[src/rtl/dac_seq_pkg.sv]
`timescale 1ns/1ps
package dac_seq_pkg;
  parameter int CODE_W  = 12;
  parameter int WORD_W  = 16;
  parameter int SEL_BIT = 12;
  parameter int CFG_W   = 8;
  localparam int TMR_W  = CFG_W + 2;
  localparam int BIT_W  = $clog2(WORD_W);
  localparam int BYTE_W = WORD_W / 2;

  typedef enum logic [2:0] {
    ST_IDLE, ST_SHIFT, ST_PAUSE, ST_TAIL, ST_GAP, ST_PULSE
  } seq_st_e;

  // half-period in system clocks, a zero setting counts as one
  function automatic logic [CFG_W-1:0] half_eff(input logic [CFG_W-1:0] h);
    return (h == '0) ? CFG_W'(1) : h;
  endfunction

  // one full serial-clock period
  function automatic logic [TMR_W-1:0] period_len(input logic [CFG_W-1:0] h);
    return TMR_W'(half_eff(h)) << 1;
  endfunction

  // programmable span clamped to at least one period
  function automatic logic [TMR_W-1:0] span_len(input logic [CFG_W-1:0] v,
                                                input logic [CFG_W-1:0] h);
    logic [TMR_W-1:0] p;
    p = period_len(h);
    return (TMR_W'(v) > p) ? TMR_W'(v) : p;
  endfunction

  function automatic logic [WORD_W-1:0] make_word(input logic sel,
                                                  input logic [CODE_W-1:0] code);
    logic [WORD_W-1:0] w;
    w = '0;
    w[CODE_W-1:0] = code;
    w[SEL_BIT] = sel;
    return w;
  endfunction
endpackage

[src/rtl/sclk_gen.sv]
`timescale 1ns/1ps
module sclk_gen
  import dac_seq_pkg::*;
(
  input  logic             clk,
  input  logic             rst_n,
  input  logic             run,
  input  logic [CFG_W-1:0] half,
  output logic             sclk,
  output logic             rise_evt,
  output logic             fall_evt
);
  logic [CFG_W-1:0] cnt;
  logic             edge_due;

  assign edge_due = run && (cnt == half_eff(half) - CFG_W'(1));
  assign rise_evt = edge_due && !sclk;
  assign fall_evt = edge_due && sclk;

  always_ff @(posedge clk) begin
    if (!rst_n || !run) begin
      cnt  <= '0;
      sclk <= 1'b0;
    end else if (edge_due) begin
      cnt  <= '0;
      sclk <= ~sclk;
    end else begin
      cnt  <= cnt + CFG_W'(1);
    end
  end
endmodule

[src/rtl/frame_shift.sv]
`timescale 1ns/1ps
module frame_shift
  import dac_seq_pkg::*;
(
  input  logic              clk,
  input  logic              rst_n,
  input  logic              load,
  input  logic [WORD_W-1:0] word,
  input  logic              rise_evt,
  output logic              sdin
);
  logic [WORD_W-1:0] sreg;

  always_ff @(posedge clk) begin
    if (!rst_n) begin
      sreg <= '0;
      sdin <= 1'b0;
    end else if (load) begin
      sreg <= word;
    end else if (rise_evt) begin
      sdin <= sreg[WORD_W-1];
      sreg <= {sreg[WORD_W-2:0], 1'b0};
    end
  end
endmodule

[src/rtl/dac_pair_seq.sv]
`timescale 1ns/1ps
module dac_pair_seq
  import dac_seq_pkg::*;
(
  input  logic              clk,
  input  logic              rst_n,
  input  logic              start,
  input  logic [CODE_W-1:0] code_a,
  input  logic [CODE_W-1:0] code_b,
  input  logic [CFG_W-1:0]  half_div,
  input  logic [CFG_W-1:0]  gap_clks,
  input  logic [CFG_W-1:0]  ldac_clks,
  input  logic              byte_mode,
  input  logic              auto_update,
  output logic              sclk,
  output logic              sdin,
  output logic              sync_n,
  output logic              ldac_n,
  output logic              busy
);
  seq_st_e           state;
  logic [TMR_W-1:0]  tmr;
  logic [BIT_W-1:0]  bit_cnt;
  logic              chan_b;
  logic [CODE_W-1:0] code_b_q;
  logic              sync_q, ldac_q, busy_q, run;
  logic              sclk_w, sdin_w, rise_evt, fall_evt;
  logic              load;
  logic [WORD_W-1:0] word;
  logic              tmr_done;

  assign tmr_done = (tmr == '0);
  assign load = (state == ST_IDLE && start) || (state == ST_GAP && tmr_done);
  assign word = (state == ST_IDLE) ? make_word(1'b0, code_a)
                                   : make_word(1'b1, code_b_q);

  sclk_gen u_clk (
    .clk(clk), .rst_n(rst_n), .run(run), .half(half_div),
    .sclk(sclk_w), .rise_evt(rise_evt), .fall_evt(fall_evt)
  );

  frame_shift u_shift (
    .clk(clk), .rst_n(rst_n), .load(load), .word(word),
    .rise_evt(rise_evt), .sdin(sdin_w)
  );

  always_ff @(posedge clk) begin
    if (!rst_n) begin
      state    <= ST_IDLE;
      tmr      <= '0;
      bit_cnt  <= '0;
      chan_b   <= 1'b0;
      code_b_q <= '0;
      sync_q   <= 1'b1;
      ldac_q   <= 1'b1;
      busy_q   <= 1'b0;
      run      <= 1'b0;
    end else begin
      case (state)
        ST_IDLE: if (start) begin
          code_b_q <= code_b;
          chan_b   <= 1'b0;
          bit_cnt  <= '0;
          sync_q   <= 1'b0;
          busy_q   <= 1'b1;
          run      <= 1'b1;
          state    <= ST_SHIFT;
        end
        ST_SHIFT: if (fall_evt) begin
          bit_cnt <= bit_cnt + BIT_W'(1);
          if (bit_cnt == BIT_W'(WORD_W-1)) begin
            run   <= 1'b0;
            tmr   <= TMR_W'(half_eff(half_div)) - TMR_W'(1);
            state <= ST_TAIL;
          end else if (byte_mode && bit_cnt == BIT_W'(BYTE_W-1)) begin
            run   <= 1'b0;
            tmr   <= period_len(half_div) - TMR_W'(1);
            state <= ST_PAUSE;
          end
        end
        ST_PAUSE: if (tmr_done) begin
          run   <= 1'b1;
          state <= ST_SHIFT;
        end else tmr <= tmr - TMR_W'(1);
        ST_TAIL: if (tmr_done) begin
          sync_q  <= 1'b1;
          bit_cnt <= '0;
          if (!chan_b) begin
            tmr   <= span_len(gap_clks, half_div) - TMR_W'(1);
            state <= ST_GAP;
          end else if (auto_update) begin
            busy_q <= 1'b0;
            state  <= ST_IDLE;
          end else begin
            ldac_q <= 1'b0;
            tmr    <= span_len(ldac_clks, half_div) - TMR_W'(1);
            state  <= ST_PULSE;
          end
        end else tmr <= tmr - TMR_W'(1);
        ST_GAP: if (tmr_done) begin
          sync_q <= 1'b0;
          chan_b <= 1'b1;
          run    <= 1'b1;
          state  <= ST_SHIFT;
        end else tmr <= tmr - TMR_W'(1);
        ST_PULSE: if (tmr_done) begin
          ldac_q <= 1'b1;
          busy_q <= 1'b0;
          state  <= ST_IDLE;
        end else tmr <= tmr - TMR_W'(1);
        default: state <= ST_IDLE;
      endcase
    end
  end

  assign sclk   = sclk_w;
  assign sdin   = sdin_w;
  assign sync_n = sync_q;
  assign ldac_n = ldac_q && !auto_update;
  assign busy   = busy_q;


  sclk_idle_chk: assert property (@(posedge clk) disable iff (!rst_n)
    sync_q |-> !sclk_w);

  sdin_stable_chk: assert property (@(posedge clk) disable iff (!rst_n)
    !$stable(sdin_w) |-> $rose(sclk_w));

  fall_in_frame_chk: assert property (@(posedge clk) disable iff (!rst_n)
    fall_evt |-> !sync_q);

  ldac_after_frame_chk: assert property (@(posedge clk) disable iff (!rst_n)
    !ldac_q |-> sync_q && !run);

  busy_on_start_chk: assert property (@(posedge clk) disable iff (!rst_n)
    start && !busy_q |=> busy_q && !sync_q);
endmodule

[config.mk]
export PLATFORM = sky130hd
export DESIGN_NAME = dac_pair_seq
export DESIGN_NICKNAME = d
export VERILOG_FILES = /design/src/rtl/dac_seq_pkg.sv /design/src/rtl/sclk_gen.sv /design/src/rtl/frame_shift.sv /design/src/rtl/dac_pair_seq.sv
export SDC_FILE = /design/constraint.sdc
export NUM_CORES = 1
export LEC_CHECK = 0
export ABC_AREA = 0
export BUFFER_PORTS_ARGS = -buffer_cell sky130_fd_sc_hd__clkbuf_2
export CELL_PAD_IN_SITES_DETAIL_PLACEMENT = 0
export CELL_PAD_IN_SITES_GLOBAL_PLACEMENT = 1
export CORE_ASPECT_RATIO = 0.5
export CORE_MARGIN = 1
export CORE_UTILIZATION = 40
export DETAILED_ROUTE_END_ITERATION = 6
export PLACE_DENSITY = 0.87
export SETUP_SLACK_MARGIN = 0.5
export SLEW_MARGIN = 15
export SYNTH_ARGS = -nofsm -noshare
export SYNTH_HDL_FRONTEND = slang
export SYNTH_HIERARCHICAL = 1
export SYNTH_SLANG_ARGS = --single-unit
[constraint.sdc]
create_clock -name clk -period 3.2 [get_ports clk]
set_input_delay 0.32 -clock clk [delete_from_list [all_inputs] [get_ports clk]]
set_output_delay 0.32 -clock clk [all_outputs]
set_load 0.02 [all_outputs]
; ---- Yosys cells after proc, flatten, opt, wreduce, memory -nomap -nowiden
; Index checks and enable logic that the tools add are counted.
[totals]
mem_bits_ro = 0
ramBits = 0
elab_cells = 128
in_bits = 53
memories = 0
latch_bits = 0
out_inout_bits = 5
ff_bits = 60
[op_classes]
mul = 0
bitwise_logic = 2
mux = 46
n_shift = 0
magnitude_cmp = 2
n_div = 0
reduce_logical = 37
add_sub_neg = 8
eq_ne = 20
[op_table]
columns = cell, count
row1 = 10-bit 2-to-1 mux, 7
row2 = 16-bit 2-to-1 mux, 2
row3 = 10-bit one-hot mux with 3 select lines, 1
row4 = "9-bit by 1-bit subtractor with 10-bit output, second input constant", 3
row5 = 3-bit 2-to-1 mux, 9
row6 = 8-bit by 9-bit greater-than comparator with 1-bit output, 2
row7 = 9-bit 2-to-1 mux, 2
row8 = "2-bit inequality test, second input constant", 9
row9 = 3-bit one-hot mux with 5 select lines, 1
row10 = 5-bit AND reduction, 3
row11 = 3-bit nonzero test, 5
row12 = 1-bit 2-to-1 mux, 13
row13 = 13-bit 2-to-1 mux, 1
row14 = 4-bit 2-to-1 mux, 3
row15 = 4-bit one-hot mux with 3 select lines, 1
row16 = 6-bit AND reduction, 2
row17 = 10-bit zero test, 1
row18 = "10-bit by 1-bit subtractor with 10-bit output, second input constant", 1
row19 = 1-bit one-hot mux with 3 select lines, 3
row20 = "8-bit by 1-bit subtractor with 9-bit output, second input constant", 1
row21 = "8-bit by 1-bit adder with 8-bit output, second input constant", 1
row22 = 8-bit equality test, 1
row23 = 8-bit zero test, 1
row24 = 8-bit 2-to-1 mux, 1
row25 = other kinds (22), 41

; ---- Longest topological paths before layout
[depth]
ltp_word = 9
ltp_mapped = 15
ltp_nobuf = 15

; ---- By module
; Netlist, hierarchy kept.
[by_module_without_submodules]
columns = module, n_inst, seq_area_each_um2, cells_per_inst, area_per_inst_um2
row1 = dac_pair_seq, 1, 680.7, 399, 3047.9
row2 = frame_shift, 1, 340.3, 75, 738.2
row3 = sclk_gen, 1, 180.2, 79, 695.7

; ---- Worst setup path after synthesis
; No wires, ideal clock.
[synth_timing]
path_type = input -> register
from = input half_div[1]
to = register tmr[5]
path_buffers = 1
setup_slack_ns = -0.252
t_required_ns = 3.084
setup_time_ns = 0.116
arrival_ns = 3.336
stages = 15
path_cell_list = nor4_1 -> a21oi_1 -> ha_1 -> xor2_1 -> nand4b_1 -> nand2b_1 -> or4b_1 -> nor3_1 -> nand4_1 -> o21ai_0 -> and3_1 -> clkbuf_1 -> o221ai_1 -> a21oi_1 -> nor2_1
[synth_between]
elab_cells_between_ends = 23
cone_classes = add/sub (5) / order compare (2) / eq/ne (2) / mux (10) / reduce/logical (4)
[synth_rtl]
columns = element, line
row1 = from (decl), dac_pair_seq.sv:10  ; input logic [CFG_W-1:0] half_div,
row2 = 8-bit zero test, dac_seq_pkg.sv:17  ; return (h == '0) ? CFG_W'(1) : h;
row3 = 8-bit 2-to-1 mux (*), dac_seq_pkg.sv:17
row4 = 8-bit by 1-bit subtractor with 8-bit output (*), sclk_gen.sv:16  ; assign edge_due = run && (cnt == half_eff(half) - CFG_W'(1));
row5 = 8-bit equality test (*), sclk_gen.sv:16
row6 = 1-bit logical AND (*), sclk_gen.sv:16
row7 = 1-bit logical AND (*), sclk_gen.sv:18  ; assign fall_evt = edge_due && sclk;
row8 = via fall_evt, dac_pair_seq.sv:27  ; logic sclk_w, sdin_w, rise_evt, fall_evt;
row9 = 2-bit inequality test (no source line) (*), --
row10 = 5-bit AND reduction (no source line) (*), --
row11 = to (signal assigned), dac_pair_seq.sv:73  ; tmr <= TMR_W'(half_eff(half_div)) - TMR_W'(1);
row12 = to (signal assigned), dac_pair_seq.sv:77  ; tmr <= period_len(half_div) - TMR_W'(1);
row13 = to (signal assigned), dac_pair_seq.sv:84  ; end else tmr <= tmr - TMR_W'(1);
row14 = to (decl), dac_pair_seq.sv:22  ; logic [TMR_W-1:0] tmr;
; Mark *: on every way through the listed nets, which the timed path passes. The rest lies on a longest branch. The select of a mux whose other input is x is not followed.
; A chain may end at the register's enable or synchronous reset.

; ---- Worst setup path in the final report
[layout_timing]
from = input half_div[4]
to = register tmr[6]
; Same word-level chain as after synthesis.

==> flow_metrics.tcl <==
set metrics [dict create \
    outcome "finished clean" \
    worst_path_dominant_cell_family "simple AND/OR/NAND/NOR gates" \
    timing.reg2reg.worst_path_depth 11 \
    cts-buffers-inserted 9 \
    start_util_pct 42.52 \
    post_synth_xor_area_fraction_pct 5.081 \
    regArea_um2 1201 \
    synth_simple_gate_area_share_pct 22.86 \
    wl_per_cell_um 14.78 \
    max-cap-violations 0 \
    layout-drive-gt1-share_pct 28.90 \
    min_delay_worst_endpoint "code_b_q[4]" \
    min-delay-start "code_b[4]" \
    critical_path.max_stage_delay_ns 0.57 \
    synth_compound_gate_area_share_pct 23.28 \
    synth.avg_cell_area_um2 8.105 \
    grt_start_max_net_pins 56 \
    timing.final.crit_share_pct 97.55 \
    globalplace.congestion 0.8739 \
    critical-path-top-cell-by-count "sky130_fd_sc_hd__nor3_4" \
    dr_total_vias 4313 \
    finalCriticalPeriod_ns 3.121 \
    initial_antenna_violation_count 0 \
    areaGrowthSynthToFinish_pct 29.26 \
    root_buffer_cell "sky130_fd_sc_hd__clkbuf_16" \
    setup.worst_path.class "primary input to flop" \
    cts_tree "yes" \
    cp_data_arrival_time_ns 3.34 \
    ffs_w_async_s_r_synth_pct 0 \
    synthAdderAreaFrac_pct 5.304 \
    grt.total_usage_pct 20.85 \
    hold_path.class "primary input to flop" \
    insertion_delay_to_the_later_sink_of_the_worst_skew_pair_ns 0.33 \
    hold-path-cell-count 3 \
    power.static_leakage_uw 0.002448 \
    placementRows 26 \
    synth_top_family_by_area "compound AO/OA/AOI/OAI gates" \
    reg2reg_to "tmr[6]" \
    finalNonFillerCells 794 \
    highest_net_fanout_along_the_worst_path 4 \
    synth_enable_flop_cells 0 \
    core_area_um2 10540 \
    cp_num_buf_inv 1 \
    synth-seq-area-share_pct 26.80 \
    timing.critical_path.cells "buf_8 -> or4_4 -> nor3_4 -> mux2_2 -> or4b_4 -> nor3_4 -> nand4_1 -> o21ai_2 -> and3_4 -> o211ai_1 -> o221a_2 -> o21a_1" \
    buffers_added_on_ports 57 \
    footprint_of_the_multi_input_gates_um2 3249 \
    drt_iter0_markers 198 \
    worstReg2RegStart "u_clk/cnt[5]" \
    grt_setup_unrepaired "true" \
    dieArea_um2 11660 \
    synth.mux.area_fraction_pct 11.70 \
    n_antenna_cell 0 \
    setup-violations-final 0 \
    post_synth_inst_count 553 \
    postLayoutCoreUtil_pct 54.96 \
    fmax_mhz 320.4 \
    synth.yosys.warnings 6 \
    route.detailed.vias_per_inst 5.432 \
    timing_max_transition_violations_final 0 \
    ioPinCount 58 \
    primary_ff_master_synth "sky130_fd_sc_hd__dfxtp_1" \
    first_pass_iters 4 \
    grt_first_pass_wirelength_um 19530 \
    grt_pass1_vias 4086 \
    fin_tns_setup_ns 0 \
    post_synth_num_cell_types 69 \
    vertical_die_dimension_um 76.85 \
    half_perimeter_wire_length_after_placement_um 8650 \
    postRouteAntennaNets 0 \
    final_net_count 721 \
    gr-total-overflow 0 \
    timing_hold_violations_final 0 \
    synth_seq_cells 60 \
    timing.slew.headroom_pct 31.95 \
    cts_max_level 3 \
    power_per_cell_area_nw_per_um2 476.5 \
    clock_tree.buffer_depth 2 \
    cp.required_ns 3.42 \
    fp.dieW_um 151.7 \
    cp-start-kind "primary input" \
    worst_pin_slew_ns 1.021 \
    cts.clk_slew.worst_paths_ns 0.06 \
    post-place-cells 772 \
    finalWirelength_um 11740 \
    skew_ns 0.006404 \
    total_power_uw 2761 \
    ir_worst_vdd_uv 253.4 \
    end_kind "flop" \
    drc_errors 0 \
    summed_instance_area_of_the_synthesized_netlist_um2 4482 \
    fillCellCount 973 \
    cts.sinks 60 \
    reg2reg_slack_ns 0.23 \
    critical_path_slowest_stage_cell "sky130_fd_sc_hd__or4_4" \
]
stage by stage:
stage,hold slack (ns),setup slack (ns),cell area [um^2]
finish,0.2216,0.07853,5793
global route,0.2257,-0.1464,5793
CTS,0.2159,0.1257,5637
detailed placement,0.4605,-0.3267,5268
global placement,0.4533,-0.2204,5268
floorplan,0.4410,0.1524,4566
synth_stat cells (14+ instances only):
cell type                  count  area, um^2
sky130_fd_sc_hd__a21boi_0     17       127.6
sky130_fd_sc_hd__a21oi_1      37       185.2
sky130_fd_sc_hd__clkbuf_1     19       71.32
sky130_fd_sc_hd__dfxtp_1      60        1201
sky130_fd_sc_hd__ha_1         19       237.7
sky130_fd_sc_hd__inv_1        21       78.83
sky130_fd_sc_hd__mux2_2       19       214.0
sky130_fd_sc_hd__mux2i_1      31       310.3
sky130_fd_sc_hd__nand2_1      56       210.2
sky130_fd_sc_hd__nand3_1      23       115.1
sky130_fd_sc_hd__nor2_1       27       101.4
sky130_fd_sc_hd__nor3_1       22       110.1
sky130_fd_sc_hd__o21ai_0      49       245.2
sky130_fd_sc_hd__xor2_1       14       122.6
metal layers:
| layer | track usage (%) | wire length (um) | vias to the layer above | part of all wire, % |
|---|---|---|---|---|
| li1 | - | - | 2215 | - |
| met1 | 29.72 | 5965 | 1971 | 51 |
| met2 | 31.32 | 4973 | 113 | 42 |
| met3 | 4.464 | 665 | 14 | 5.7 |
| met4 | 5.446 | 134 | 0 | 1.1 |
| met5 | 0 | 0 | - | 0 |
worst max path at each step:
| stage | startpoint | to | slack [ns] | depth (start not counted) |
|---|---|---|---|---|
| after CTS | half_div[4] | tmr[5] | 0.13 | 16 |
| after detailed placement | half_div[1] | tmr[5] | -0.33 | 16 |
| after floorplan | half_div[1] | tmr[6] | 0.15 | 14 |
| final | half_div[4] | tmr[6] | 0.08 | 12 |
| after global placement | half_div[1] | tmr[5] | -0.22 | 16 |
| after global routing | half_div[2] | tmr[6] | -0.15 | 15 |
sequential cells by signal, summed over array words and instances, names as in the netlist:
signal and count:
u_shift/sreg 16, code_b_q 12, tmr 10, u_clk/cnt 8
bit_cnt 4, state 3, busy 1, chan_b 1
ldac_q 1, run 1, sync_n 1, u_clk/sclk 1
u_shift/sdin 1
cell usage in the layout, fill, tap and decap left out, types with 5 or more instances in the layout:
cell	instances
sky130_fd_sc_hd__o21a_1	5
sky130_fd_sc_hd__xor2_1	14
sky130_fd_sc_hd__nor2_1	25
sky130_fd_sc_hd__o21ai_0	37
sky130_fd_sc_hd__buf_4	45
sky130_fd_sc_hd__nor3b_1	5
sky130_fd_sc_hd__nor3_1	16
sky130_fd_sc_hd__mux2i_1	30
sky130_fd_sc_hd__a31oi_1	6
sky130_fd_sc_hd__or3_1	7
sky130_fd_sc_hd__nor2b_1	11
sky130_fd_sc_hd__inv_1	21
sky130_fd_sc_hd__ha_1	19
sky130_fd_sc_hd__nand2_1	53
sky130_fd_sc_hd__mux2_2	19
sky130_fd_sc_hd__and3_1	6
sky130_fd_sc_hd__o21ai_2	5
sky130_fd_sc_hd__nand3_1	22
sky130_fd_sc_hd__clkbuf_2	55
sky130_fd_sc_hd__xnor2_1	12
sky130_fd_sc_hd__dfxtp_1	60
sky130_fd_sc_hd__o211ai_1	6
sky130_fd_sc_hd__o21ai_1	7
sky130_fd_sc_hd__a21oi_1	35
sky130_fd_sc_hd__a21boi_0	16
sky130_fd_sc_hd__clkbuf_16	10
tightest hold or removal path: cells and delay by family:
kind | cells | cell delay (ns)
compound gates | 1 | 0.06
simple gates | 1 | 0.04
buf+inv | 1 | 0.08
repair_timing:
item,4_1_cts,5_1_grt
cloned,0,1
pin swaps,7,20
buffers inserted,2,3
resized for setup,12,35
setup endpoints to repair,33,34
hold buffers,0,0
final cells by class:
cell class / count / area share (%)
inverters: 21 / 1.361
multi-input cells: 446 / 56.09
well taps: 140 / 3.024
repair buffers: 111 / 13.61
flip-flops and latches: 60 / 20.73
clock buffers: 9 / 3.888
clock inverters: 7 / 1.296
power breakdown:
group          switching, uW  total, uW  leakage [uW]  internal, uW
Sequential              68.3        889      0.000491           821
Combinational            494        891       0.00181           397
Clock                    373        980      0.000150           607
logic make-up (layout without fill, tap and decap cells):
logic type / Yosys count / in the layout
xor gates and xnor gates: 26 / 26
AOI/OAI and AO/OA: 157 / 157
adders and majority gates: 19 / 19
buffers and inverters: 49 / 148
DFF: 60 / 60
other: 1 / 3
and+or+nand+nor: 191 / 191
muxes: 50 / 50
Note: power is estimated with default switching activity, not from simulation.
